### config.mk
export PLATFORM = sky130hd
export DESIGN_NAME = vlid_decode_agen
export DESIGN_NICKNAME = d
export VERILOG_FILES = /design/src/rtl/vlid_pkg.sv /design/src/rtl/vlid_ctrl_decode.sv /design/src/rtl/vlid_imm_select.sv /design/src/rtl/vlid_agen.sv /design/src/rtl/vlid_decode_agen.sv
export SDC_FILE = /design/constraint.sdc
export NUM_CORES = 1
export LEC_CHECK = 0
export BUFFER_PORTS_ARGS = -buffer_cell sky130_fd_sc_hd__clkbuf_2
export CORE_UTILIZATION = 48
export DETAILED_ROUTE_END_ITERATION = 10
export PLACE_DENSITY = 0.81
export SYNTH_ARGS = -nofsm -noshare
export SYNTH_HDL_FRONTEND = slang
export SYNTH_SLANG_ARGS = --single-unit
### constraint.sdc
create_clock -name vclk -period 9.1
set_input_delay 0.91 -clock vclk [all_inputs]
set_output_delay 0.91 -clock vclk [all_outputs]
set_load 0.02 [all_outputs]
### src/rtl/vlid_pkg.sv
// Package: shared opcode constants and the decoded control bundle.
// Assumes a 4-bit major and minor opcode and a 4-bit length field.
package vlid_pkg;

    localparam logic [3:0] MJ_RET_STOP  = 4'h0;
    localparam logic [3:0] MJ_REG_ARITH = 4'h1;
    localparam logic [3:0] MJ_REG_MOVE  = 4'h2;
    localparam logic [3:0] MJ_REG_MEM   = 4'h3;
    localparam logic [3:0] MJ_CFLOW     = 4'h4;
    localparam logic [3:0] MJ_IMM_ARITH = 4'h5;
    localparam logic [3:0] MJ_IMM_MOVE  = 4'h6;
    localparam logic [3:0] MJ_IMM_MEM   = 4'h7;
    localparam logic [3:0] MJ_AG_SHORT  = 4'h8;
    localparam logic [3:0] MJ_AG_IMM_A  = 4'h9;
    localparam logic [3:0] MJ_AG_IMM_B  = 4'hA;
    localparam logic [3:0] MJ_AG_LONG   = 4'hB;
    localparam logic [3:0] MJ_CMP_BR    = 4'hF;

    localparam logic [3:0] MN_STOP = 4'h0;
    localparam logic [3:0] MN_RET  = 4'h1;
    localparam logic [3:0] MN_CALL = 4'hE;
    localparam logic [3:0] MN_JUMP = 4'hF;

    // Which byte offset the immediate begins at.
    typedef enum logic [1:0] {
        IMM_AT2 = 2'd0,
        IMM_AT3 = 2'd1,
        IMM_AT6 = 2'd2
    } imm_pos_e;

    typedef struct packed {
        logic       illegal;
        logic       use_agen;
        logic       use_s;
        logic       use_z;
        logic       use_d;
        logic       sel_z_port;
        logic       reg_wr;
        logic       mem_rd;
        logic       mem_wr;
        logic       stop;
        logic       ret;
        logic       jump;
        logic       call;
        logic       cbranch;
        imm_pos_e   imm_pos;
        logic [3:0] len;
    } ctrl_t;

endpackage

### src/rtl/vlid_ctrl_decode.sv
// Control decoder: maps major/minor opcodes to the control bundle,
// the immediate position and the instruction length.
// Assumes undefined majors must leave every enable low.
module vlid_ctrl_decode
    import vlid_pkg::*;
(
    input  logic [3:0] major,
    input  logic [3:0] minor,
    output ctrl_t      ctrl
);

    logic agen_cls;

    // Purpose: classify the opcode and build all control outputs.
    always_comb begin
        ctrl         = '0;
        ctrl.imm_pos = IMM_AT2;
        agen_cls     = 1'b0;
        case (major)
            MJ_RET_STOP: begin
                ctrl.len  = 4'd2;
                ctrl.stop = (minor == MN_STOP);
                ctrl.ret  = (minor == MN_RET);
            end
            MJ_REG_ARITH: begin
                ctrl.len    = 4'd2;
                ctrl.reg_wr = 1'b1;
            end
            MJ_REG_MOVE: begin
                ctrl.len    = 4'd2;
                ctrl.reg_wr = 1'b1;
                agen_cls    = 1'b1;
            end
            MJ_REG_MEM: begin
                ctrl.len    = 4'd2;
                agen_cls    = 1'b1;
                ctrl.mem_rd = ~minor[3];
                ctrl.mem_wr = minor[3];
                ctrl.reg_wr = ~minor[3];
            end
            MJ_CFLOW: begin
                ctrl.len     = 4'd6;
                ctrl.call    = (minor == MN_CALL);
                ctrl.jump    = (minor == MN_JUMP);
                ctrl.cbranch = (minor != MN_CALL) && (minor != MN_JUMP);
                ctrl.reg_wr  = (minor == MN_CALL);
            end
            MJ_IMM_ARITH: begin
                ctrl.len    = 4'd6;
                ctrl.reg_wr = 1'b1;
            end
            MJ_IMM_MOVE: begin
                ctrl.len    = 4'd6;
                ctrl.reg_wr = 1'b1;
                agen_cls    = 1'b1;
            end
            MJ_IMM_MEM: begin
                ctrl.len    = 4'd6;
                agen_cls    = 1'b1;
                ctrl.mem_rd = ~minor[3];
                ctrl.mem_wr = minor[3];
                ctrl.reg_wr = ~minor[3];
            end
            MJ_AG_SHORT: begin
                ctrl.len        = 4'd3;
                ctrl.reg_wr     = 1'b1;
                ctrl.sel_z_port = 1'b1;
                agen_cls        = 1'b1;
            end
            MJ_AG_IMM_A, MJ_AG_IMM_B: begin
                ctrl.len        = 4'd6;
                ctrl.reg_wr     = 1'b1;
                ctrl.sel_z_port = 1'b1;
                agen_cls        = 1'b1;
            end
            MJ_AG_LONG: begin
                ctrl.len        = 4'd7;
                ctrl.imm_pos    = IMM_AT3;
                ctrl.reg_wr     = 1'b1;
                ctrl.sel_z_port = 1'b1;
                agen_cls        = 1'b1;
            end
            MJ_CMP_BR: begin
                ctrl.len     = 4'd10;
                ctrl.imm_pos = IMM_AT6;
                ctrl.cbranch = 1'b1;
            end
            default: begin
                ctrl.illegal = 1'b1;
            end
        endcase
        ctrl.use_agen = agen_cls;
        ctrl.use_s    = agen_cls & minor[0];
        ctrl.use_z    = agen_cls & minor[1];
        ctrl.use_d    = agen_cls & minor[2];
    end

endmodule

### src/rtl/vlid_imm_select.sv
// Immediate selector: picks the little-endian immediate at one of the
// supported byte offsets and sign-extends it to the operand width.
// Assumes the window is long enough for the furthest offset.
module vlid_imm_select
    import vlid_pkg::*;
#(
    parameter int WIN_BYTES = 10,
    parameter int IMM_W     = 32,
    parameter int XLEN      = 64
) (
    input  logic [WIN_BYTES*8-1:0] win,
    input  imm_pos_e               pos,
    output logic [XLEN-1:0]        imm_out
);

    localparam int NPOS = 3;
    localparam int OFFS [NPOS] = '{2, 3, 6};

    logic [IMM_W-1:0] cand [NPOS];
    logic [IMM_W-1:0] picked;

    // Purpose: slice one candidate immediate per supported offset.
    for (genvar gi = 0; gi < NPOS; gi++) begin : g_cand
        assign cand[gi] = win[OFFS[gi]*8 +: IMM_W];
    end

    // Purpose: choose the candidate for this opcode class.
    always_comb begin
        case (pos)
            IMM_AT3: picked = cand[1];
            IMM_AT6: picked = cand[2];
            default: picked = cand[0];
        endcase
    end

    assign imm_out = {{(XLEN-IMM_W){picked[IMM_W-1]}}, picked};

endmodule

### src/rtl/vlid_agen.sv
// Address generator: sums the gated shifted operand, source operand and
// immediate. Assumes unselected terms must contribute zero; wraps at 2^XLEN.
module vlid_agen #(
    parameter int XLEN  = 64,
    parameter int SH_W  = 4
) (
    input  logic [XLEN-1:0] opnd_a,
    input  logic [XLEN-1:0] opnd_s,
    input  logic [XLEN-1:0] imm,
    input  logic [SH_W-1:0] shamt,
    input  logic            en_z,
    input  logic            en_s,
    input  logic            en_d,
    output logic [XLEN-1:0] addr
);

    logic [XLEN-1:0] term_a;
    logic [XLEN-1:0] term_s;
    logic [XLEN-1:0] term_i;

    // Purpose: gate each term and add them modulo 2^XLEN.
    always_comb begin
        term_a = en_z ? (opnd_a << shamt) : '0;
        term_s = en_s ? opnd_s : '0;
        term_i = en_d ? imm : '0;
        addr   = term_a + term_s + term_i;
    end

endmodule

### src/rtl/vlid_decode_agen.sv
// Top: splits the instruction window into fields and wires the decoder,
// immediate selector and address generator together. Fully combinational.
// Assumes the window starts at the first byte of the instruction.
module vlid_decode_agen
    import vlid_pkg::*;
#(
    parameter int WIN_BYTES = 10,
    parameter int XLEN      = 64,
    parameter int IMM_W     = 32,
    parameter int NIB_W     = 4
) (
    input  logic [WIN_BYTES*8-1:0]         inst_win,
    input  logic [XLEN-1:0]                port_a_val,
    input  logic [XLEN-1:0]                port_s_val,
    output logic [NIB_W-1:0]               major_op,
    output logic [NIB_W-1:0]               minor_op,
    output logic [NIB_W-1:0]               reg_d,
    output logic [NIB_W-1:0]               reg_s,
    output logic [NIB_W-1:0]               reg_z,
    output logic [NIB_W-1:0]               shift_amt,
    output logic [NIB_W-1:0]               port_a_sel,
    output logic [XLEN-1:0]                imm_sext,
    output logic [XLEN-1:0]                eff_addr,
    output logic [$clog2(WIN_BYTES+1)-1:0] inst_len,
    output logic                           reg_wr_en,
    output logic                           mem_rd_en,
    output logic                           mem_wr_en,
    output logic                           use_agen,
    output logic                           is_stop,
    output logic                           is_ret,
    output logic                           is_jump,
    output logic                           is_call,
    output logic                           is_cbranch,
    output logic                           illegal
);

    localparam int LEN_W = $clog2(WIN_BYTES+1);

    ctrl_t ctrl;

    // Purpose: fixed nibble positions of the header bytes.
    assign major_op  = inst_win[7:4];
    assign minor_op  = inst_win[3:0];
    assign reg_d     = inst_win[15:12];
    assign reg_s     = inst_win[11:8];
    assign reg_z     = inst_win[23:20];
    assign shift_amt = inst_win[19:16];

    vlid_ctrl_decode u_dec (
        .major (major_op),
        .minor (minor_op),
        .ctrl  (ctrl)
    );

    vlid_imm_select #(
        .WIN_BYTES (WIN_BYTES),
        .IMM_W     (IMM_W),
        .XLEN      (XLEN)
    ) u_imm (
        .win     (inst_win),
        .pos     (ctrl.imm_pos),
        .imm_out (imm_sext)
    );

    vlid_agen #(
        .XLEN (XLEN),
        .SH_W (NIB_W)
    ) u_agen (
        .opnd_a (port_a_val),
        .opnd_s (port_s_val),
        .imm    (imm_sext),
        .shamt  (shift_amt),
        .en_z   (ctrl.use_z),
        .en_s   (ctrl.use_s),
        .en_d   (ctrl.use_d),
        .addr   (eff_addr)
    );

    // Purpose: first read port chooses index or destination register.
    assign port_a_sel = ctrl.sel_z_port ? reg_z : reg_d;

    // Purpose: fan the control bundle out to the ports.
    assign inst_len   = LEN_W'(ctrl.len);
    assign reg_wr_en  = ctrl.reg_wr;
    assign mem_rd_en  = ctrl.mem_rd;
    assign mem_wr_en  = ctrl.mem_wr;
    assign use_agen   = ctrl.use_agen;
    assign is_stop    = ctrl.stop;
    assign is_ret     = ctrl.ret;
    assign is_jump    = ctrl.jump;
    assign is_call    = ctrl.call;
    assign is_cbranch = ctrl.cbranch;
    assign illegal    = ctrl.illegal;

endmodule

==> results.md, run 1 <==
- Outcome: completed
- Combinational fraction of design power: 1.000
- Final slew viol count: 0
- Max IR drop VDD: 0.0413 mV
- Pleak: 0.00607 uW
- Post-DRT Antenna Nets: 0
- Die boundary width: 147 um
- Netlist cell types: 78
- GR Layer Usage met3: 0.0376
- Cells after DPL: 1,886
- Syn_area_per_cell: 7.27 um2
- Tcrit/Tclk final: 0.842
- Initial antenna violation count: 10
- FF+latch count: 0
- Sw Share: 0.648
- Layout net count: 1,954
- Reg area: 0 um2
- Post-DP HPWL: 33.8 mm
- Post CTS Setup Buffer Count: 0
- YS warnings: 0
- Max-cap violations: 0
- FMAX: 0.131 GHz
- Total Routing Usage GR: 0.351
- Met2 Resource Use GR: 0.591
- Share of the synthesized area in the top cell type: 0.126
- Syn Inst Count: 1,396
- Slowest CP cell: ha_2
- Worst path cell trace: clkbuf_2 -> nand2b_1 -> nor2_1 -> ha_2 -> a221oi_1 -> a21oi_1 -> nand2_1 -> fa_1 -> inv_1 -> ha_1 -> fa_1 -> a21oi_2 -> nand4b_4 -> nand2_1 -> a21oi_1 -> o31ai_1 -> a211oi_1 -> o21ai_0 -> a21oi_1 -> xnor2_1 -> clkbuf_2
- Slew Limit Headroom: 0.342
- Layout Cells excl Fill: 1,896
- Net Sw Power: 598 uW
- First-pass GRT wire length: 59.7 mm
- Via Count: 11,600
- DP Worst Slack: 1.60 ns
- Setup tns final: 0 ns
- Setup-failing EPs final: 0
- CP endpoint kind: output pin
- Hold WC Path Type: in2out
- Biggest area consumer among synthesized cells: fa_1
- CTS Hold Buffers Added: 0
- Power Dens Cells: 79.7 mW/mm2
- Int Power: 325 uW
- Syn Nets: 1,732
- Area contributors post-synth: fa_1, mux4_2, nand2_1, ha_1, a21oi_1
- Min Tclk post-route: 7.66 ns
- Share of layout cells above drive strength 1: 0.297
- CP Launch Type: input port
- Commonest non-fill, non-tap cell in the layout: clkbuf_2
- Die height: 147 um
- Final wirelength: 39.6 mm
- Worst setup path class: in2out
- RSZ-0062 raised after global routing: false
- Top Usage Layer GRT: met2
- Post-route DRC: 0
- Avg WL per Cell: 20.9 um
- Rows: 52
- CP arrival: 6.75 ns
- Core area: 0.0205 mm2
- Largest net degree at the start of global routing: 67
- Largest stage delay on the critical path: 0.99 ns
- Worst path most repeated cell: a21oi_1
- GP Congestion: 1.03
- Initial DRC count: 1,181
- GRT overflow: 0
- Utilization after layout: 0.565
- Initial DRT Pass Iterations: 8
- Endpoints failing hold: 0
- Sequential fraction of the synthesis area: 0
- Mapped cell area: 0.0101 mm2
- Die area: 0.0217 mm2
- Vias in the first global route: 10,700
- Commonest cells after routing, fill and taps aside: clkbuf_2, nand2_1, inv_1
- Synth-to-Final Area Change: 14.2%
- Clk pwr share: 0
- Req. time, crit path: 8.19 ns
- Final Cell Area: 0.0116 mm2
- I/O Pins: 378
- Starting Density: 0.495
- CP Max Fanout: 64
- Post-CTS resize count: 0
- CLK BUF: 0
- Via/cell ratio: 6.13
- Worst setup margin: 1.44 ns
- DP Area: 0.0116 mm2
- PortBufs: 370
- GR Layer Usage met1: 0.464
- Seq pwr share: 0
- Actual slew at the worst max-slew pin: 0.988 ns
## power by group through the flow
stage          Sequential [uW]  Combinational [uW]  Clock, uW
6_report                     0                 923   0.000147
5_1_grt                      0                 992   0.000132
3_3_place_gp                 0                 897          0
3_5_place_dp                 0                 907          0
4_1_cts                      0                 911          0
2_1_floorplan                0                 648          0
## cell usage after synthesis (all sizes together), types with 5 or more instances
cell	number
mux4	54
nand3	37
o21a	5
a211oi	14
nand2	254
xor2	27
o211ai	20
nor2	59
nor3	11
o21bai	16
and3	19
a31oi	8
ha	64
inv	132
o21ai	75
clkbuf	66
buf	95
a21o	27
nor2b	7
mux2i	44
nand2b	6
xnor2	38
and2	11
a22oi	28
o31ai	6
fa	64
a21oi	105
mux2	16
nand4	32
## per-layer routing
metal / vias up / part of all wire
met5: - / 0.00028
met4: 2 / 0.047
met3: 115 / 0.091
met2: 757 / 0.47
met1: 5433 / 0.39
li1: 5315 / -
## worst max-delay path: cells and delay by family
| kind | cells | cell delay, ns |
|---|---|---|
| xor gates and xnor gates | 1 | 0.14 |
| buffers and inverters | 3 | 0.40 |
| and+or+nand+nor | 5 | 0.82 |
| AOI/OAI and AO/OA | 8 | 2.24 |
| adders and majority gates | 4 | 2.20 |
## cells by family (layout without fill, tap and decap cells)
group           Yosys count  in the layout  share of synthesized area
simple gates            458            458                      0.205
buf+inv                 293            513                      0.134
compound gates          338            338                      0.218
xor+xnor                 65             65                     0.0561
mux                     114            114                      0.181
other cells               0             10                          0
fa+ha+maj               128            128                      0.205
## metrics by stage
| stage | power (uW) | hold WS (ns) |
|---|---|---|
| 6_report | 923 | 1.82 |
| 5_1_grt | 992 | 1.82 |
| 4_1_cts | 911 | 1.82 |
| 3_5_place_dp | 907 | 1.82 |
| 3_3_place_gp | 897 | 1.82 |
| 2_1_floorplan | 648 | 1.91 |
## worst paths after layout
check              startpoint  slack, ns  depth (start not counted)      endpoint
setup / recovery  inst_win[6]       1.44                         21  eff_addr[49]
hold / removal    inst_win[8]       1.82                          0      reg_s[0]
## final cells by class
class | instances | area [um2]
Inverter | 132 | 495
Fill cell | 2006 | 8910
Antenna cell | 10 | 25.0
Timing Repair Buffer | 381 | 1940
Tap cell | 270 | 338
Multi-Input combinational cell | 1103 | 8790
No activity file was read; power rests on OpenSTA's default activity.
==> run 2: changes to the inputs <==
==> constraint.sdc (replaced) <==
create_clock -name vclk -period 6.77
set_input_delay 0.677 -clock vclk [all_inputs]
set_output_delay 0.677 -clock vclk [all_outputs]
set_load 0.02 [all_outputs]
==> run 2 against run 1 <==
Against the previous run: count of clock-buffer cells in the layout stayed put; first-iteration DRC count is 11% lower; combinational power grew 34%; critical path depth did not move; final cell count increased by 0.69%; largest cell class unchanged.
==> results.md, run 2 (synthesized netlist as in run 1, its figures left out) <==
- Die height: 147 um
- Total Routing Usage GR: 0.343
- Initial DRC count: 1,050
- FF+latch count: 0
- Rows: 52
- Synth-to-Final Area Change: 15.7%
- Largest net degree at the start of global routing: 59
- Worst path cell trace: clkbuf_2 -> nand2b_1 -> nor2_1 -> ha_2 -> buf_4 -> a22oi_1 -> o21ai_0 -> nand2_1 -> fa_1 -> inv_1 -> ha_1 -> nand2_1 -> o21ai_0 -> nor2_1 -> and4b_4 -> o311ai_4 -> a211oi_2 -> o31ai_1 -> a21oi_1 -> xnor2_1 -> clkbuf_2
- CLK BUF: 0
- RSZ-0062 raised after global routing: false
- CP endpoint kind: output pin
- Final slew viol count: 0
- Endpoints failing hold: 0
- CP Launch Type: input port
- Crit path capture: eff_addr[63]
- Vias in the first global route: 10,600
- GRT overflow: 0
- Worst hold slack: 1.35 ns
- I/O Pins: 378
- Final wirelength: 38.8 mm
- Largest stage delay on the critical path: 0.55 ns
- Area taken by multi-input logic gates: 0.00881 mm2
- CP Max Fanout: 18
- Via/cell ratio: 6.03
- Req. time, crit path: 6.09 ns
- DP Area: 0.0117 mm2
- FMAX: 0.155 GHz
- Slew Limit Headroom: 0.472
- Core area: 0.0205 mm2
- CP arrival: 5.79 ns
- Via Count: 11,500
- Avg WL per Cell: 20.3 um
- Hold WC Path Type: in2out
- DP Worst Slack: 0.387 ns
- Die area: 0.0217 mm2
- Worst setup path class: in2out
- First-pass GRT wire length: 58.7 mm
- Commonest cells after routing, fill and taps aside: clkbuf_2, nand2_1, inv_1
- FILL cells: 1,998
- Post-DP HPWL: 33.4 mm
- Power Dens Cells: 106 mW/mm2
- Share of layout cells above drive strength 1: 0.304
- Slowest CP cell: fa_1
- Reg area: 0 um2
- Max IR drop VDD: 0.0649 mV
- Pleak: 0.00614 uW
- PortBufs: 370
- Post-DRT Antenna Nets: 0
- Utilization after layout: 0.573
- Post-CTS resize count: 0
- Initial antenna violation count: 9
- Min Tclk post-route: 6.47 ns
- Initial DRT Pass Iterations: 6
- Worst setup margin: 0.304 ns
- Starting Density: 0.495
- Post-route DRC: 0
- GP Congestion: 1.03
- Layout net count: 1,967
- Setup-failing EPs final: 0
- Die boundary width: 147 um
- Setup tns final: 0 ns
- Final Cell Area: 0.0117 mm2
- Outcome: completed
- Critical Path Start: inst_win[6]
- Tcrit/Tclk final: 0.955
- Commonest non-fill, non-tap cell in the layout: clkbuf_2
- CTS Hold Buffers Added: 0
- Post CTS Setup Buffer Count: 0
- Max-cap violations: 0
- Actual slew at the worst max-slew pin: 0.791 ns
[run 2: final cells by class]
cell class | count | area share
antenna | 10 | 0.00213
inverter | 132 | 0.0422
multi-input combinational | 1103 | 0.750
tap | 270 | 0.0288
timing repair buffer | 394 | 0.177
[run 2: worst min-delay path by stage]
stage / slack (ns) / cells past startpoint / endpoint / startpoint
2_1_floorplan: 1.44 / 1 / mem_rd_en / inst_win[3]
3_5_place_dp: 1.35 / 0 / reg_s[1] / inst_win[9]
5_1_grt: 1.35 / 0 / reg_s[2] / inst_win[10]
3_3_place_gp: 1.35 / 0 / reg_s[1] / inst_win[9]
4_1_cts: 1.35 / 0 / reg_s[1] / inst_win[9]
6_report: 1.35 / 0 / reg_s[0] / inst_win[8]
[run 2: worst max-delay path: cells and delay by family]
kind	cells	cell delay, ns
AO/OA/AOI/OAI	7	1.76
adder cells (fa/ha/maj)	3	1.47
AND/OR/NAND/NOR	6	1.00
buffers and inverters	4	0.68
XOR/XNOR	1	0.18
[run 2: power by group]
| part | internal (uW) | total [uW] | leakage [uW] | switching, uW |
|---|---|---|---|---|
| clock network | 0.000198 | 0.000198 | 0.0000000634 | 0 |
| logic | 443 | 1240 | 0.00614 | 799 |
| registers | 0 | 0 | 0 | 0 |
[run 2: through the flow]
stage,cells,power (uW)
6_report,1909,1240
4_1_cts,1899,1230
3_3_place_gp,1899,1210
5_1_grt,1908,1340
3_5_place_dp,1899,1220
2_1_floorplan,1396,871
[run 2: per-layer routing]
layer / part of all wire / vias up / GRT usage / wire, um
met5: 0.00033 / - / 0 / 13
met4: 0.042 / 2 / 0.125 / 1630
met3: 0.092 / 90 / 0.0351 / 3590
met2: 0.47 / 661 / 0.568 / 18300
met1: 0.39 / 5421 / 0.463 / 15300
li1: - / 5343 / - / -
==> run 3: changes to the inputs <==
--- a/config.mk
+++ b/config.mk
@@ -6,8 +6,10 @@
 export NUM_CORES = 1
 export LEC_CHECK = 0
 export BUFFER_PORTS_ARGS = -buffer_cell sky130_fd_sc_hd__clkbuf_2
+export CAP_MARGIN = 20
 export CORE_UTILIZATION = 48
 export DETAILED_ROUTE_END_ITERATION = 10
+export GPL_TIMING_DRIVEN = 0
 export PLACE_DENSITY = 0.81
 export SYNTH_ARGS = -nofsm -noshare
 export SYNTH_HDL_FRONTEND = slang
==> run 3 against run 2 <==
Against the previous run: via count grew 7.1%; global-route usage grew 3.2 points; first-iteration DRC count grew 23%; design area grew 6.9%; sequential share of layout area is the same; count of clock-buffer cells in the layout is the same; non-clock buffer count grew 135; total power grew 5.6%; worst hold slack gained 0.22 ns; combinational power grew 6%.
==> results.md, run 3 (synthesized netlist as in run 1, its figures left out) <==
- CP endpoint kind: output pin
- Initial DRT Pass Iterations: 6
- Core area: 0.0205 mm2
- Req. time, crit path: 6.09 ns
- Layout Cells excl Fill: 2,044
- Via Count: 12,300
- CLK BUF: 0
- Endpoints failing hold: 0
- CP arrival: 5.86 ns
- Reg area: 0 um2
- I/O Pins: 378
- Initial antenna violation count: 10
- GR Layer Usage met3: 0.0615
- Worst setup margin: 0.233 ns
- Pleak: 0.00658 uW
- Hold endpoint: reg_s[0]
- GR Layer Usage met1: 0.488
- FMAX: 0.153 GHz
- First-pass GRT wire length: 63.9 mm
- Worst setup path class: in2out
- Power Dens Cells: 105 mW/mm2
- Post-route DRC: 0
- Post-DRT Antenna Nets: 0
- CP Max Fanout: 10
- Rows: 52
- Critical Path Start: inst_win[5]
- Share of layout cells above drive strength 1: 0.332
- Max IR drop VDD: 0.0786 mV
- Initial DRC count: 1,296
- Outcome: completed
- Die height: 147 um
- Tcrit/Tclk final: 0.966
- Slew Limit Headroom: 0.512
- Avg WL per Cell: 20.9 um
- Min Tclk post-route: 6.54 ns
- Final slew viol count: 0
- Largest net degree at the start of global routing: 34
- Final wirelength: 42.8 mm
- Met2 Resource Use GR: 0.629
- Hold WC Path Type: in2out
- FILL cells: 1,967
- Starting Density: 0.495
- Via/cell ratio: 6.03
- Actual slew at the worst max-slew pin: 0.732 ns
- PortBufs: 370
- DP Worst Slack: -1.19 ns
- GP Congestion: 1.03
- Die boundary width: 147 um
- Vias in the first global route: 11,500
- Top Usage Layer GRT: met2
- Post-DP HPWL: 36.6 mm
- FF+latch count: 0
- Commonest non-fill, non-tap cell in the layout: clkbuf_2
- Worst Hold Depth: 2
- Min-Delay Startpoint: inst_win[8]
- Total Routing Usage GR: 0.376
- CP Launch Type: input port
- Commonest cells after routing, fill and taps aside: clkbuf_2, nand2_1, inv_1
- Setup-failing EPs final: 0
- GRT overflow: 0
- Layout net count: 2,103
- Max-cap violations: 0
- Cells after DPL: 2,036
- Synth-to-Final Area Change: 23.6%
- Area taken by multi-input logic gates: 0.00893 mm2
- Die area: 0.0217 mm2
-- run 3: how the worst max path moves through the flow --
stage	endpoint	slack (ns)
after floorplan	eff_addr[62]	0.02
after global placement	eff_addr[63]	-1.06
after detailed placement	eff_addr[63]	-1.19
after CTS	eff_addr[63]	0.004
after global routing	eff_addr[62]	-0.002
final	eff_addr[63]	0.23
-- run 3: worst max-delay path, cell delays in order --
cell,delay (ns)
clkbuf_1,0.31
o21a_1,0.23
buf_1,0.34
and2_1,0.42
clkbuf_2,0.32
o211ai_1,0.24
fa_1,0.55
inv_1,0.04
ha_1,0.40
nand2_1,0.19
nor2_2,0.28
o211ai_1,0.19
a21o_1,0.27
o311ai_4,0.39
a211oi_2,0.18
o31ai_1,0.31
a21oi_1,0.12
xnor2_1,0.16
clkbuf_2,0.20
-- run 3: layout make-up --
| type | instances | share of cell area |
|---|---|---|
| repair buffers | 372 | 0.149 |
| inverters | 132 | 0.0395 |
| multi-input cells | 1104 | 0.712 |
| well taps | 270 | 0.0269 |
| diodes | 9 | 0.00180 |
| plain buffers | 157 | 0.0707 |
-- run 3: power by group --
group / switching, uW / internal, uW
clock: 0 / 0.000178
combinational: 834 / 478
sequential: 0 / 0
-- run 3: what timing repair did --
action | CTS | global route
pin swaps | 1 | 2
resized for setup | 21 | 42
cloned | 1 | 0
hold buffers | 0 | 0
endpoints found under the setup margin | 34 | 21
setup buffers | 1 | 1
-- run 3: per-stage QoR --
stage / hold slack (ns) / setup TNS [ns] / total power (uW) / cell area, um2 / utilization
floorplan: 1.44 / 0 / 871 / 10200 / -
global placement: 1.58 / -17.01 / 1260 / 12300 / 0.602
detailed placement: 1.58 / -20.69 / 1280 / 12300 / 0.602
CTS: 1.58 / 0 / 1290 / 12400 / 0.605
global route: 1.59 / -0.00237 / 1410 / 12500 / 0.612
finish: 1.58 / 0 / 1310 / 12500 / 0.612
-- run 3: routing by layer --
layer | vias to the layer above | wire length [um] | part of all wire
met5 | - | 23 | 0.00054
met4 | 4 | 1860 | 0.043
met3 | 127 | 4190 | 0.098
met2 | 823 | 20000 | 0.47
met1 | 5788 | 16700 | 0.39
li1 | 5592 | - | -
